### config.mk
export PLATFORM = sky130hd
export DESIGN_NAME = adc_conv_seq
export DESIGN_NICKNAME = d
export VERILOG_FILES = /design/src/rtl/adc_conv_seq.sv
export SDC_FILE = /design/constraint.sdc
export NUM_CORES = 1
export LEC_CHECK = 0
export BUFFER_PORTS_ARGS = -buffer_cell sky130_fd_sc_hd__buf_2
export CAP_MARGIN = 15
export CORE_MARGIN = 10
export CORE_UTILIZATION = 53
export CTS_CLUSTER_SIZE = 10
export DETAILED_ROUTE_END_ITERATION = 7
export PLACE_DENSITY = 0.76
export RECOVER_POWER = 25
export SKIP_LAST_GASP = 1
export SYNTH_ARGS = -nofsm -noshare
export SYNTH_HDL_FRONTEND = slang
export SYNTH_SLANG_ARGS = --single-unit
### constraint.sdc
create_clock -name clk -period 5.8 [get_ports clk]
set_input_delay 0.29 -clock clk [delete_from_list [all_inputs] [get_ports clk]]
set_output_delay 0.29 -clock clk [all_outputs]
set_load 0.005 [all_outputs]
### src/rtl/adc_conv_seq.sv
module adc_conv_seq #(
  parameter int DW          = 14,
  parameter int START_CYC   = 5,
  parameter int TIMEOUT_CYC = 40,
  parameter int LATCH_DLY   = 2,
  parameter int RATE_W      = 16
) (
  input  logic              clk,
  input  logic              rst_n,
  input  logic              trig,
  input  logic              auto_en,
  input  logic [RATE_W-1:0] period_cyc,
  input  logic [2:0]        fmt,
  output logic              adc_start,
  output logic              adc_oe_n,
  output logic              adc_code_sel,
  input  logic              adc_eoc,
  input  logic [DW-1:0]     adc_data,
  input  logic              adc_ovf,
  output logic              m_valid,
  input  logic              m_ready,
  output logic [DW-1:0]     m_data,
  output logic              m_ovf,
  output logic              err_timeout,
  output logic              err_overrun,
  output logic              err_drop
);

  localparam int TW = $clog2(TIMEOUT_CYC + 1);
  localparam int HW = $clog2(LATCH_DLY + 1);

  typedef enum logic [1:0] {S_IDLE, S_PULSE, S_WAIT, S_HOLD} st_t;

  st_t              state;
  logic [TW-1:0]    tcnt;
  logic [HW-1:0]    hcnt;
  logic [RATE_W-1:0] rcnt;
  logic [2:0]       eoc_sh;
  logic [DW:0]      d_s1, d_s2;
  logic [DW-1:0]    w_raw, w_norm;

  wire tick     = auto_en && (rcnt == period_cyc - RATE_W'(1));
  wire req      = trig | tick;
  wire eoc_fall = eoc_sh[2] & ~eoc_sh[1];
  wire cap      = (state == S_HOLD) && (hcnt == HW'(LATCH_DLY - 1));

  assign adc_start    = (state == S_PULSE);
  assign adc_oe_n     = !(state == S_WAIT || state == S_HOLD);
  assign adc_code_sel = fmt[2];

  always_comb begin
    w_raw  = fmt[2] ? ~d_s2[DW-1:0] : d_s2[DW-1:0];
    w_norm = w_raw;
    if (fmt[1:0] == 2'b01) w_norm[DW-1] = ~w_raw[DW-1];
  end

  always_ff @(posedge clk or negedge rst_n) begin
    if (!rst_n) begin
      state       <= S_IDLE;
      tcnt        <= '0;
      hcnt        <= '0;
      rcnt        <= '0;
      eoc_sh      <= '0;
      d_s1        <= '0;
      d_s2        <= '0;
      m_valid     <= 1'b0;
      m_data      <= '0;
      m_ovf       <= 1'b0;
      err_timeout <= 1'b0;
      err_overrun <= 1'b0;
      err_drop    <= 1'b0;
    end else begin
      eoc_sh <= {eoc_sh[1:0], adc_eoc};
      d_s1   <= {adc_ovf, adc_data};
      d_s2   <= d_s1;
      rcnt   <= (!auto_en || tick) ? '0 : rcnt + RATE_W'(1);

      if (req && state != S_IDLE) err_overrun <= 1'b1;

      case (state)
        S_IDLE: if (req) begin
          state <= S_PULSE;
          tcnt  <= '0;
        end
        S_PULSE: begin
          tcnt <= tcnt + TW'(1);
          if (tcnt == TW'(START_CYC - 1)) state <= S_WAIT;
        end
        S_WAIT: begin
          tcnt <= tcnt + TW'(1);
          if (eoc_fall) begin
            state <= S_HOLD;
            hcnt  <= '0;
          end else if (tcnt == TW'(TIMEOUT_CYC - 1)) begin
            state       <= S_IDLE;
            err_timeout <= 1'b1;
          end
        end
        default: begin
          if (cap) state <= S_IDLE;
          else     hcnt  <= hcnt + HW'(1);
        end
      endcase

      if (cap) begin
        m_valid <= 1'b1;
        m_data  <= w_norm;
        m_ovf   <= d_s2[DW];
        if (m_valid && !m_ready) err_drop <= 1'b1;
      end else if (m_valid && m_ready) begin
        m_valid <= 1'b0;
      end
    end
  end

endmodule

Yosys cells after proc, flatten, opt, wreduce, memory -nomap -nowiden
Index checks and enable logic that the tools add are counted.
{"block": "classes", "addsub": 4, "n_eq_ne": 13, "mux": 16, "bitwise": 7, "n_reduce_logical": 22}
{"op": "$add 16x1->16 const B", "count": 1}
{"op": "$eq 16x16->1", "count": 1}
{"op": "$mux 16", "count": 1}
{"op": "$sub 16x1->16 const B", "count": 1}
{"op": "$mux 14", "count": 1}
{"op": "$mux 2", "count": 7}
{"op": "$not 14->14", "count": 1}
{"op": "$pmux 6 s2", "count": 1}
{"op": "$add 6x1->6 const B", "count": 1}
{"op": "$eq 2x1->1 const B", "count": 3}
{"op": "$eq 6x3->1 const B", "count": 1}
{"op": "$eq 6x6->1 const B", "count": 1}
{"op": "$mux 6", "count": 1}
{"op": "$pmux 2 s3", "count": 1}
{"op": "$reduce_and 3->1", "count": 2}
{"op": "$reduce_bool 2->1", "count": 3}
{"op": "$logic_and 1x1->1", "count": 5}
{"op": "$eq 2x2->1 const B", "count": 2}
{"op": "$ne 2x1->1 const B", "count": 2}
{"op": "$ne 2x2->1 const B", "count": 2}
{"op": "$not 1->1", "count": 4}
{"op": "$pmux 2 s2", "count": 1}
{"op": "$reduce_and 2->1", "count": 2}
{"op": "$reduce_and 4->1", "count": 1}
{"op": "10 further kinds", "count": 16}
{"block": "totals", "register_bits": 78, "inputBits": 40, "output_inout_bits": 22, "elab_cells": 75}

Longest topological paths before layout
Gate-level depths: netlist of the first run.
{"block": "logic_depth", "ltp_word": 6, "ltp_mapped": 11, "depth_no_buf": 9}

Worst setup path after synthesis of the first run
OpenSTA, ideal clock, no wires.
{"block": "synth_path", "path_type": "input-to-reg", "start": "input period_cyc[0]", "end": "register tcnt[2]", "setup_ns": 0.126, "t_arrival_ns": 2.691, "required_time_ns": 5.674, "slack_ns": 2.983, "stages": 10, "path_buffers": 1, "path_cell_list": "inv_1 > ha_1 > or4b_1 > buf_2 > o41ai_1 > a311oi_1 > a2111oi_2 > nand4_1 > o31a_1 > a221o_1"}
{"block": "synth_via", "elab_chain_len": 6}
{"element": "start, declared", "line": "12", "source": "input logic [RATE_W-1:0] period_cyc,"}
{"element": "$sub 16x1->16", "line": "42", "source": "wire tick = auto_en && (rcnt == period_cyc - RATE_W'(1));"}
{"element": "$eq 16x16->1", "line": "42"}
{"element": "$logic_and 1x1->1", "line": "42"}
{"element": "$or 1x1->1", "line": "43", "source": "wire req = trig | tick;"}
{"element": "$ne 2x2->1 (no source line)"}
{"element": "$reduce_and 2->1 (no source line)"}
{"element": "end signal, assigned", "line": "86", "source": "tcnt <= tcnt + TW'(1);"}
{"element": "end signal, assigned", "line": "90", "source": "tcnt <= tcnt + TW'(1);"}
{"element": "end, declared", "line": "35", "source": "logic [TW-1:0] tcnt;"}
Every way passes these cells.
A chain may end at the register's enable or synchronous reset.

==> metrics, run 1 <==
outcome=finished, violations left; violated checks=max-capacitance violations, max-slew violations; routed wirelength normalized by instance count=14.8 um; worst slew margin relative to its limit=-162%; highest ir drop seen on vdd=0.193 mV; number of DRC violations after detailed routing=0; largest net degree at the start of global routing=79; number of instances in the placed design=508; share of layout cells above drive strength 1=19.2%; horizontal extent of the die=104 um; multiplexer share of the synthesized area=0.798%; worst setup path category=input port to asynchronous set/reset pin; Hold Worst Slack=0.0422 ns; count of buffers from port buffering=61; area of the die=0.0109 sq mm; standby leakage power=1.95 nW; global-route usage over all layers=14.6%; number of iterations in the first detailed-routing pass=4; count of flip-flops with a built-in enable after synthesis=0; clock transition time at the flip-flop clock pins of the worst setup and hold paths=0.08 ns; largest clock skew in the final design=0.00706 ns; worst path arrival time=3.05 ns; type of element launching the critical path=input port; clk sink count=78; Starting Density=55.1%; actual slew at the worst max-slew pin=3.93 ns; buffers and inverters on the worst path=1; most used flip-flop cell after synthesis=sky130_fd_sc_hd__dfrtp_1; total chip power=1.54 mW; Total Routed Length=7730 um; number of antenna violations at the first check in global routing=0; min setup slack post-route=2.30 ns; Worst path slowest cell=sky130_fd_sc_hd__clkbuf_1; Boundary Pins=62; final cell area excluding filler cells=0.00431 sq mm; post-synth net total=417; Maximum Capacitance Violations=1; yosys synthesis warning count=0; average via count per standard cell=5.42; worst stage delay on the critical path=2.71 ns; placement-stage worst setup slack=2.20 ns; level count of the clock H-tree=3; required time worst endpoint=5.35 ns; area of the mapped netlist=0.00376 sq mm; DIE HEIGHT=104 um; Post-CTS Hold Buffers=0; final critical-path share of the clock period=60.4%; global-route wire length before repair=13300 um; Clock Tree Root=sky130_fd_sc_hd__clkbuf_8; pwr/cell area=356 mW/mm^2; largest family of logic cells by synthesized area=simple AND/OR/NAND/NOR gates; count of final max-slew check failures=79; RSZ-0062 raised after global routing=no; Remaining Overflow, GRT=0; Finish-stage setup viols=0; maximum fanout encountered on the critical timing path=78; area share of and/or/nand/nor cells after synthesis=18.8%; CTS max path bufs=2; standard cell area after detailed placement=0.00412 sq mm; most frequent cells after synthesis=sky130_fd_sc_hd__dfrtp_1 (78), sky130_fd_sc_hd__nand2_1 (38), sky130_fd_sc_hd__nor2_1 (35); library cells used by synthesis=52; vias after detailed routing=2840; RePlAce Congestion=0.855; part of the Yosys area used for sequential elements=51.9%; final critical path time including I/O delays and setup=3.50 ns; TritonCTS clock tree=done; Gates resized, CTS repair=0; count leader, synth=sky130_fd_sc_hd__dfrtp_1; Layout Area Growth over Synthesis=14.5%; number of global-route vias before repair=2770; clk_lat worst skew=0.35 ns; cell breakdown of the critical path=clkbuf_1; top cell type by total area after synthesis=sky130_fd_sc_hd__dfrtp_1; First DRT Iteration DRCs=114; fraction of registers with async set/reset=100%; Synth area leaders=sky130_fd_sc_hd__dfrtp_1 (52%), sky130_fd_sc_hd__xnor2_1 (7.0%), sky130_fd_sc_hd__xor2_1 (4.0%), sky130_fd_sc_hd__nand2_1 (3.8%), sky130_fd_sc_hd__nor2_1 (3.5%); peak clock frequency supported by timing=285 MHz; xor/xnor cell area share of the yosys netlist=10.9%; area share of the leading cell type in the synthesized netlist=51.9%; hold violation count in the final report=0; Hold WC Path Type=input port to flop; share of the core filled with cells in the final layout=63.1%; endpoint class of the critical path=asynchronous set/reset pin; detailed placement HPWL=5570 um; post-CTS repair timing setup buffer count=0; number of rows created at floorplan=30; final net count=473; core area=0.00683 sq mm; crit-path leading delay family=buffers and inverters; number of antenna diodes=0; fraction of the mapped netlist area in compound gates=11.1%; accumulated negative setup slack=0 ns; Finished Layout Cells=524; adder and majority gate portion of the synthesized area=2.99%; flip-flop and latch count after synthesis=78; clock buffers created by TritonCTS=9; average instance area after synthesis=10.2 sq um; synthesized instance count=368; count of antenna-violating nets left after detailed routing=0
[cells by family after synthesis]
logic type                 count (synthesis)
and+or+nand+nor                          139
DFF                                       78
AOI/OAI and AO/OA                         60
xor gates and xnor gates                  47
buffers and inverters                     32
adders and majority gates                  9
muxes                                      3
[sequential cells by signal, indices dropped and copies added (netlist names)]
name and count:
eoc_sh 3, m_ovf 1, m_valid 1, tcnt 6
err_drop 1, d_s1 15, m_data 14, state 2
hcnt 2, err_overrun 1, rcnt 16, err_timeout 1
d_s2 15
[final timing paths]
| check | startpoint | end | slack, ns | cells past startpoint |
|---|---|---|---|---|
| hold / removal | adc_ovf | d_s1[14] | 0.04 | 1 |
| min in group asynchronous | rst_n | d_s2[1] | 1.30 | 1 |
| setup / recovery | rst_n | rcnt[12] | 2.30 | 1 |
| setup reg to reg | rcnt[8] | rcnt[5] | 3.04 | 8 |
| max in group clk | period_cyc[0] | rcnt[5] | 2.85 | 11 |
| hold reg to reg | d_s1[5] | d_s2[5] | 0.35 | 0 |
[power breakdown]
group	total, mW	switching, mW	internal (mW)
logic	0.431	0.237	0.194
clock network	0.394	0.187	0.207
registers	0.712	0.0655	0.646
total	1.54	0.489	1.05
[final cells by class]
type,count,area [sq um]
timing repair buffer,62,312
clock buffer,11,141
fill,605,2520
sequential,78,1950
clock inverter,4,47.5
multi-input combinational,258,1680
tap,96,120
inverter,15,56.3
[cell usage in the layout, fill, tap and decap left out, types with 4 or more instances in the layout]
master,synthesis,routed
sky130_fd_sc_hd__a21oi_1,5,5
sky130_fd_sc_hd__and3_1,7,7
sky130_fd_sc_hd__buf_2,5,60
sky130_fd_sc_hd__clkbuf_8,0,10
sky130_fd_sc_hd__dfrtp_1,78,78
sky130_fd_sc_hd__ha_1,9,9
sky130_fd_sc_hd__inv_1,15,15
sky130_fd_sc_hd__nand2_1,38,38
sky130_fd_sc_hd__nand2b_1,4,4
sky130_fd_sc_hd__nand3_1,16,16
sky130_fd_sc_hd__nand4_1,6,6
sky130_fd_sc_hd__nor2_1,35,35
sky130_fd_sc_hd__nor3_1,6,6
sky130_fd_sc_hd__nor4_1,5,5
sky130_fd_sc_hd__o211ai_1,4,4
sky130_fd_sc_hd__o21ai_0,21,21
sky130_fd_sc_hd__o21bai_1,4,4
sky130_fd_sc_hd__or4_1,6,6
sky130_fd_sc_hd__xnor2_1,30,30
sky130_fd_sc_hd__xor2_1,17,17
[metal layers]
layer	GRT usage (%)	part of all wire [%]	routed length, um	vias up
li1	-	-	-	1385
met1	18.4	45	3460	1368
met2	23.2	49	3750	73
met3	4.46	4.9	379	14
met4	5.07	1.8	138	0
met5	0	0	0	-
Note: power is estimated with default switching activity, not from simulation.
==> run 2, diff against run 1 <==
CORE_UTILIZATION = 51   (was 53)
clock period = 3.2 ns   (was 5.8 ns; I/O delays follow)
==> run 2 against run 1 <==
Against the previous run:
- the flow now finishes without violations
- die area is 3.2% higher
- global-route usage is 0.065 points higher
- largest power group unchanged
- register-to-register slack worse by 2.6 ns
- core utilization is 0.28 points lower
- via count is 0.11% lower
==> metrics, run 2 (synthesis gave the netlist of run 1 again) <==
outcome=finished, final reports clean; worst slew margin relative to its limit=35.7%; final critical path time including I/O delays and setup=2.73 ns; Finished Layout Cells=548; largest registers=rcnt x16, d_s1 x15, d_s2 x15; routed wirelength normalized by instance count=14.4 um; average via count per standard cell=5.18; standby leakage power=2.02 nW; Clock Tree Root=sky130_fd_sc_hd__clkbuf_8; largest net degree at the start of global routing=79; number of antenna violations at the first check in global routing=0; worst setup path category=flop to flop; number of iterations in the first detailed-routing pass=4; max FFs per register=16; required time worst endpoint=3.42 ns; RSZ-0062 raised after global routing=no; horizontal extent of the die=106 um; Layout Area Growth over Synthesis=20.4%; number of instances in the placed design=515; endpoint class of the critical path=flop; global-route usage over all layers=14.7%; pwr/cell area=640 mW/mm^2; Worst path slowest cell=sky130_fd_sc_hd__or4b_2; clock transition time at the flip-flop clock pins of the worst setup and hold paths=0.08 ns; Sequential Power Share=44.5%; count of buffers from port buffering=61; clk sink count=78; Boundary Pins=62; clock group share of total power=27.9%; post-CTS repair timing setup buffer count=0; number of antenna diodes=0; Post-CTS Hold Buffers=17; highest ir drop seen on vdd=0.237 mV; hold violation count in the final report=0; number of DRC violations after detailed routing=0; largest clock skew in the final design=0.00869 ns; maximum fanout encountered on the critical timing path=5; Gates resized, CTS repair=0; Gate power share=27.5%; area taken by flip-flops and latches=0.00195 sq mm; cell breakdown of the critical path=or4b_2, nor4_1, a311oi_1, a2111oi_2, nand4_1, o31a_1, a221o_1; area of the die=0.0112 sq mm; register with the highest flop count=rcnt; global-route wire length before repair=13700 um; worst path arrival time=2.96 ns; Starting Density=52.2%; detailed placement HPWL=5760 um; share of layout cells above drive strength 1=17.1%; Maximum Capacitance Violations=0; commonest cells after routing, fill and taps aside=sky130_fd_sc_hd__dfrtp_1 (78), sky130_fd_sc_hd__buf_2 (50), sky130_fd_sc_hd__nand2_1 (38), sky130_fd_sc_hd__nor2_1 (35), sky130_fd_sc_hd__xnor2_1 (30); Net Switching=922 uW; peak clock frequency supported by timing=366 MHz; number of global-route vias before repair=2877; count of final max-slew check failures=0; First DRT Iteration DRCs=109; area occupied by multi-input gates=0.00168 sq mm; vias after detailed routing=2837; core area=0.00721 sq mm; number of filler instances in the final layout=609; clk_lat worst skew=0.34 ns; number of rows created at floorplan=31; worst stage delay on the critical path=0.61 ns; Total Routed Length=7900 um; CTS max path bufs=2; buffers and inverters on the worst path=0; actual slew at the worst max-slew pin=0.965 ns; Cell Int Power=1.98 mW; net switching share of the total power=31.8%; Hold WC Path Type=input port to flop; DIE HEIGHT=106 um; type of element launching the critical path=flop; RePlAce Congestion=0.893; Remaining Overflow, GRT=0; Finish-stage setup viols=0; most common cell after layout, fill and taps aside=sky130_fd_sc_hd__dfrtp_1; clock buffers created by TritonCTS=9; count of antenna-violating nets left after detailed routing=0; accumulated negative setup slack=0 ns; crit-path leading delay family=compound AO/OA/AOI/OAI gates; final critical-path share of the clock period=85.4%; TritonCTS clock tree=done; level count of the clock H-tree=3; final net count=493
==> run 2: worst paths after layout <==
kind | from | endpoint | slack, ns | cells after the start
max in group asynchronous | rst_n | rcnt[13] | 2.07 | 2
max | rcnt[8] | tcnt[2] | 0.47 | 7
min in group asynchronous | rst_n | d_s1[3] | 0.51 | 2
min reg2reg | d_s1[9] | d_s2[9] | 0.35 | 0
min | m_ready | m_valid | 0.10 | 3
max reg2reg | rcnt[8] | tcnt[2] | 0.47 | 7
==> run 2: stage by stage <==
stage / power, mW / setup slack [ns] / utilization, % / cell area [sq um] / hold slack (ns)
6_report: 2.90 / 0.467 / 62.8 / 4530 / 0.102
3_3_place_gp: 2.08 / 0.309 / 57.5 / 4150 / 0.269
2_1_floorplan: 1.80 / 0.513 / - / 3760 / -0.136
5_1_grt: 3.11 / 0.313 / 62.8 / 4530 / 0.0953
3_5_place_dp: 2.11 / 0.215 / 57.5 / 4150 / 0.270
4_1_cts: 2.94 / 0.501 / 63.0 / 4540 / 0.0891
==> run 2: tightest hold or removal path, stage by stage <==
cell and delay [ns]:
sky130_fd_sc_hd__buf_2 0.07, sky130_fd_sc_hd__nand2b_1 0.12, sky130_fd_sc_hd__nand2_1 0.06
==> run 2: final cells by class <==
type	instances	share of cell area, %
Timing Repair Buffer	82	10.9
Inverter	15	1.24
Clock buffer	10	2.82
Sequential cell	78	43.1
Tap cell	99	2.73
Clock inverter	6	2.10
Multi-Input combinational cell	258	37.1
==> run 2: per-layer routing <==
metal  part of all wire [%]  track usage (%)  vias to the layer above  wire, um
met5                      0                0                        -         0
met4                    1.1             5.13                        0        87
met3                    5.0             3.93                        9       394
met2                     49             24.8                       60      3890
met1                     45             17.8                     1344      3530
li1                       -                -                     1424         -
==> run 2: power groups by stage <==
stage / sequential [mW] / clock [mW] / combinational (mW)
global route: 1.32 / 0.872 / 0.917
global placement: 1.30 / 0 / 0.783
finish: 1.29 / 0.809 / 0.798
detailed placement: 1.31 / 0 / 0.803
CTS: 1.29 / 0.832 / 0.821
floorplan: 1.30 / 0 / 0.502
==> run 3, diff against run 2 <==
ABC_AREA = 1   (was unset)
==> run 3 against run 2 <==
Against the previous run:
- clock power fell by 6.8%
- maximum frequency rose by 39%
- core utilization rose by 0.64 points
- sequential share of layout area fell by 0.89 points
- critical path depth rose by 3
- flip-flop and latch count did not move
- final area rose by 2.1%
- register-to-register slack improved by 0.77 ns
- sequential power barely moved
- first-iteration DRC count rose by 35%
==> metrics, run 3 <==
maximum fanout encountered on the critical timing path=4; largest clock skew in the final design=0.0152 ns; DIE HEIGHT=107 um; TritonCTS clock tree=done; final critical path time including I/O delays and setup=1.97 ns; Hold WC Path Type=input port to flop; worst slew margin relative to its limit=36.2%; placement-stage worst setup slack=1.09 ns; count of buffers from port buffering=61; Maximum Capacitance Violations=0; average instance area after synthesis=8.97 sq um; endpoint class of the critical path=flop; Clock Tree Root=sky130_fd_sc_hd__clkbuf_8; most frequent cells after synthesis=sky130_fd_sc_hd__nand2_1 (97), sky130_fd_sc_hd__dfrtp_1 (78), sky130_fd_sc_hd__inv_1 (48); area of the mapped netlist=0.00386 sq mm; average via count per standard cell=4.89; area share of the leading cell type in the synthesized netlist=50.5%; synthesized instance count=431; Hold Worst Slack=0.0625 ns; pwr/cell area=603 mW/mm^2; M1 WL=3780 um; number of antenna diodes=0; count of final max-slew check failures=0; library cells used by synthesis=36; number of global-route vias before repair=2959; post-synth net total=480; detailed placement HPWL=5930 um; highest ir drop seen on vdd=0.250 mV; clock buffers created by TritonCTS=9; level count of the clock H-tree=3; routed wirelength normalized by instance count=13.2 um; yosys synthesis warning count=0; area taken by flip-flops and latches=0.00195 sq mm; Starting Density=53.0%; Finish-stage setup viols=0; number of iterations in the first detailed-routing pass=4; actual slew at the worst max-slew pin=0.956 ns; RSZ-0062 raised after global routing=no; count of flip-flops with a built-in enable after synthesis=0; final cell area excluding filler cells=0.00463 sq mm; number of instances in the placed design=585; max FFs per register=16; vias after detailed routing=3020; Gate power share=27.6%; hold violation count in the final report=0; share of the core filled with cells in the final layout=63.5%; most common cell after layout, fill and taps aside=sky130_fd_sc_hd__nand2_1; required time worst endpoint=3.42 ns; final critical-path share of the clock period=61.4%; accumulated negative setup slack=0 ns; most used flip-flop cell after synthesis=sky130_fd_sc_hd__dfrtp_1; First DRT Iteration DRCs=147; type of element launching the critical path=flop; Sequential Power Share=45.4%; register with the highest flop count=rcnt; Gates resized, CTS repair=0; worst setup path category=flop to flop; Met3 Wirelength=372 um; global-route wire length before repair=13900 um; clock transition time at the flip-flop clock pins of the worst setup and hold paths=0.09 ns; core area=0.00729 sq mm; Layout Area Growth over Synthesis=19.7%; area occupied by multi-input gates=0.00169 sq mm; largest net degree at the start of global routing=79; standby leakage power=2.25 nW; Cell Int Power=1.84 mW; count of antenna-violating nets left after detailed routing=0; share of layout cells above drive strength 1=19.1%; clock group share of total power=27.0%; part of the Yosys area used for sequential elements=50.5%; clk sink count=78; worst path arrival time=2.19 ns; number of filler instances in the final layout=625; number of rows created at floorplan=31; outcome=finished, final reports clean; net switching share of the total power=34.1%; global-route usage over all layers=14.7%; met2 WL=3910 um; total chip power=2.79 mW; Finished Layout Cells=618; fraction of registers with async set/reset=100%; horizontal extent of the die=107 um; flip-flop and latch count after synthesis=78; Synth area leaders=sky130_fd_sc_hd__dfrtp_1 (51%), sky130_fd_sc_hd__nand2_1 (9.4%), sky130_fd_sc_hd__xnor2_1 (5.4%), sky130_fd_sc_hd__inv_1 (4.7%), sky130_fd_sc_hd__nand3_1 (4.1%); area of the die=0.0115 sq mm; largest registers=rcnt x16, d_s1 x15, d_s2 x15; final net count=563; min setup slack post-route=1.23 ns; top cell type by total area after synthesis=sky130_fd_sc_hd__dfrtp_1; RePlAce Congestion=0.876; clk_lat worst skew=0.35 ns; count leader, synth=sky130_fd_sc_hd__nand2_1; Boundary Pins=62; commonest cells after routing, fill and taps aside=sky130_fd_sc_hd__nand2_1 (97), sky130_fd_sc_hd__dfrtp_1 (78), sky130_fd_sc_hd__inv_1 (48), sky130_fd_sc_hd__buf_2 (47), sky130_fd_sc_hd__nor2_1 (38); Net Switching=951 uW; peak clock frequency supported by timing=509 MHz; CTS max path bufs=2; standard cell area after detailed placement=0.00427 sq mm; number of antenna violations at the first check in global routing=0; Remaining Overflow, GRT=0; max layer used=met4; number of DRC violations after detailed routing=0; Total Routed Length=8160 um
## run 3: worst paths after layout
| check | startpoint | endpoint | slack [ns] | cells after the start |
|---|---|---|---|---|
| min in group asynchronous | rst_n | d_s1[6] | 0.49 | 2 |
| max in group asynchronous | rst_n | m_data[5] | 2.08 | 2 |
| max reg2reg | rcnt[1] | rcnt[14] | 1.23 | 10 |
| min reg2reg | d_s1[0] | d_s2[0] | 0.35 | 0 |
| min | m_ready | m_valid | 0.06 | 4 |
| max | rcnt[1] | rcnt[14] | 1.23 | 10 |
## run 3: critical path, cell delays in order (launching register included)
cell and delay (ns):
sky130_fd_sc_hd__dfrtp_1 0.40, sky130_fd_sc_hd__ha_1 0.21, sky130_fd_sc_hd__nand3_1 0.11, sky130_fd_sc_hd__nor2_1 0.15
sky130_fd_sc_hd__inv_1 0.07, sky130_fd_sc_hd__nor2_1 0.19, sky130_fd_sc_hd__nand3_1 0.16, sky130_fd_sc_hd__nor3_2 0.22
sky130_fd_sc_hd__nand4_1 0.14, sky130_fd_sc_hd__xor2_1 0.16, sky130_fd_sc_hd__nor2_1 0.05
## run 3: area by class of cell
type | instances | share of cell area [%]
Clock buffer | 9 | 2.68
Timing Repair Buffer | 79 | 10.1
Tap cell | 99 | 2.68
Multi-Input combinational cell | 297 | 36.6
Sequential cell | 78 | 42.2
Inverter | 49 | 3.98
Clock inverter | 7 | 1.73
## run 3: cell families after synthesis
kind of cell,after synthesis,share of synthesized area [%]
buffers and inverters,56,5.66
AO/OA/AOI/OAI,34,4.86
AND/OR/NAND/NOR,217,27.7
XOR/XNOR,37,8.38
adder cells (fa/ha/maj),9,2.91
flip-flops,78,50.5
## run 3: power by group through the flow
stage | Combinational (mW) | Sequential (mW) | Clock, mW
after CTS | 0.796 | 1.26 | 0.765
after detailed placement | 0.774 | 1.28 | 0
after floorplan | 0.481 | 1.28 | 0
final | 0.771 | 1.27 | 0.754
after global routing | 0.905 | 1.29 | 0.813
after global placement | 0.753 | 1.27 | 0
## run 3: routing by layer
metal | vias up | global-route usage (%)
met5 | - | 0
met4 | 0 | 5.22
met3 | 10 | 3.59
met2 | 68 | 23.8
met1 | 1428 | 18.6
li1 | 1514 | -
## run 3: what timing repair did
action                                 in CTS  in global routing
buffers inserted                            0                  0
endpoints found under the hold margin      30                  0
hold buffers                               17                  0
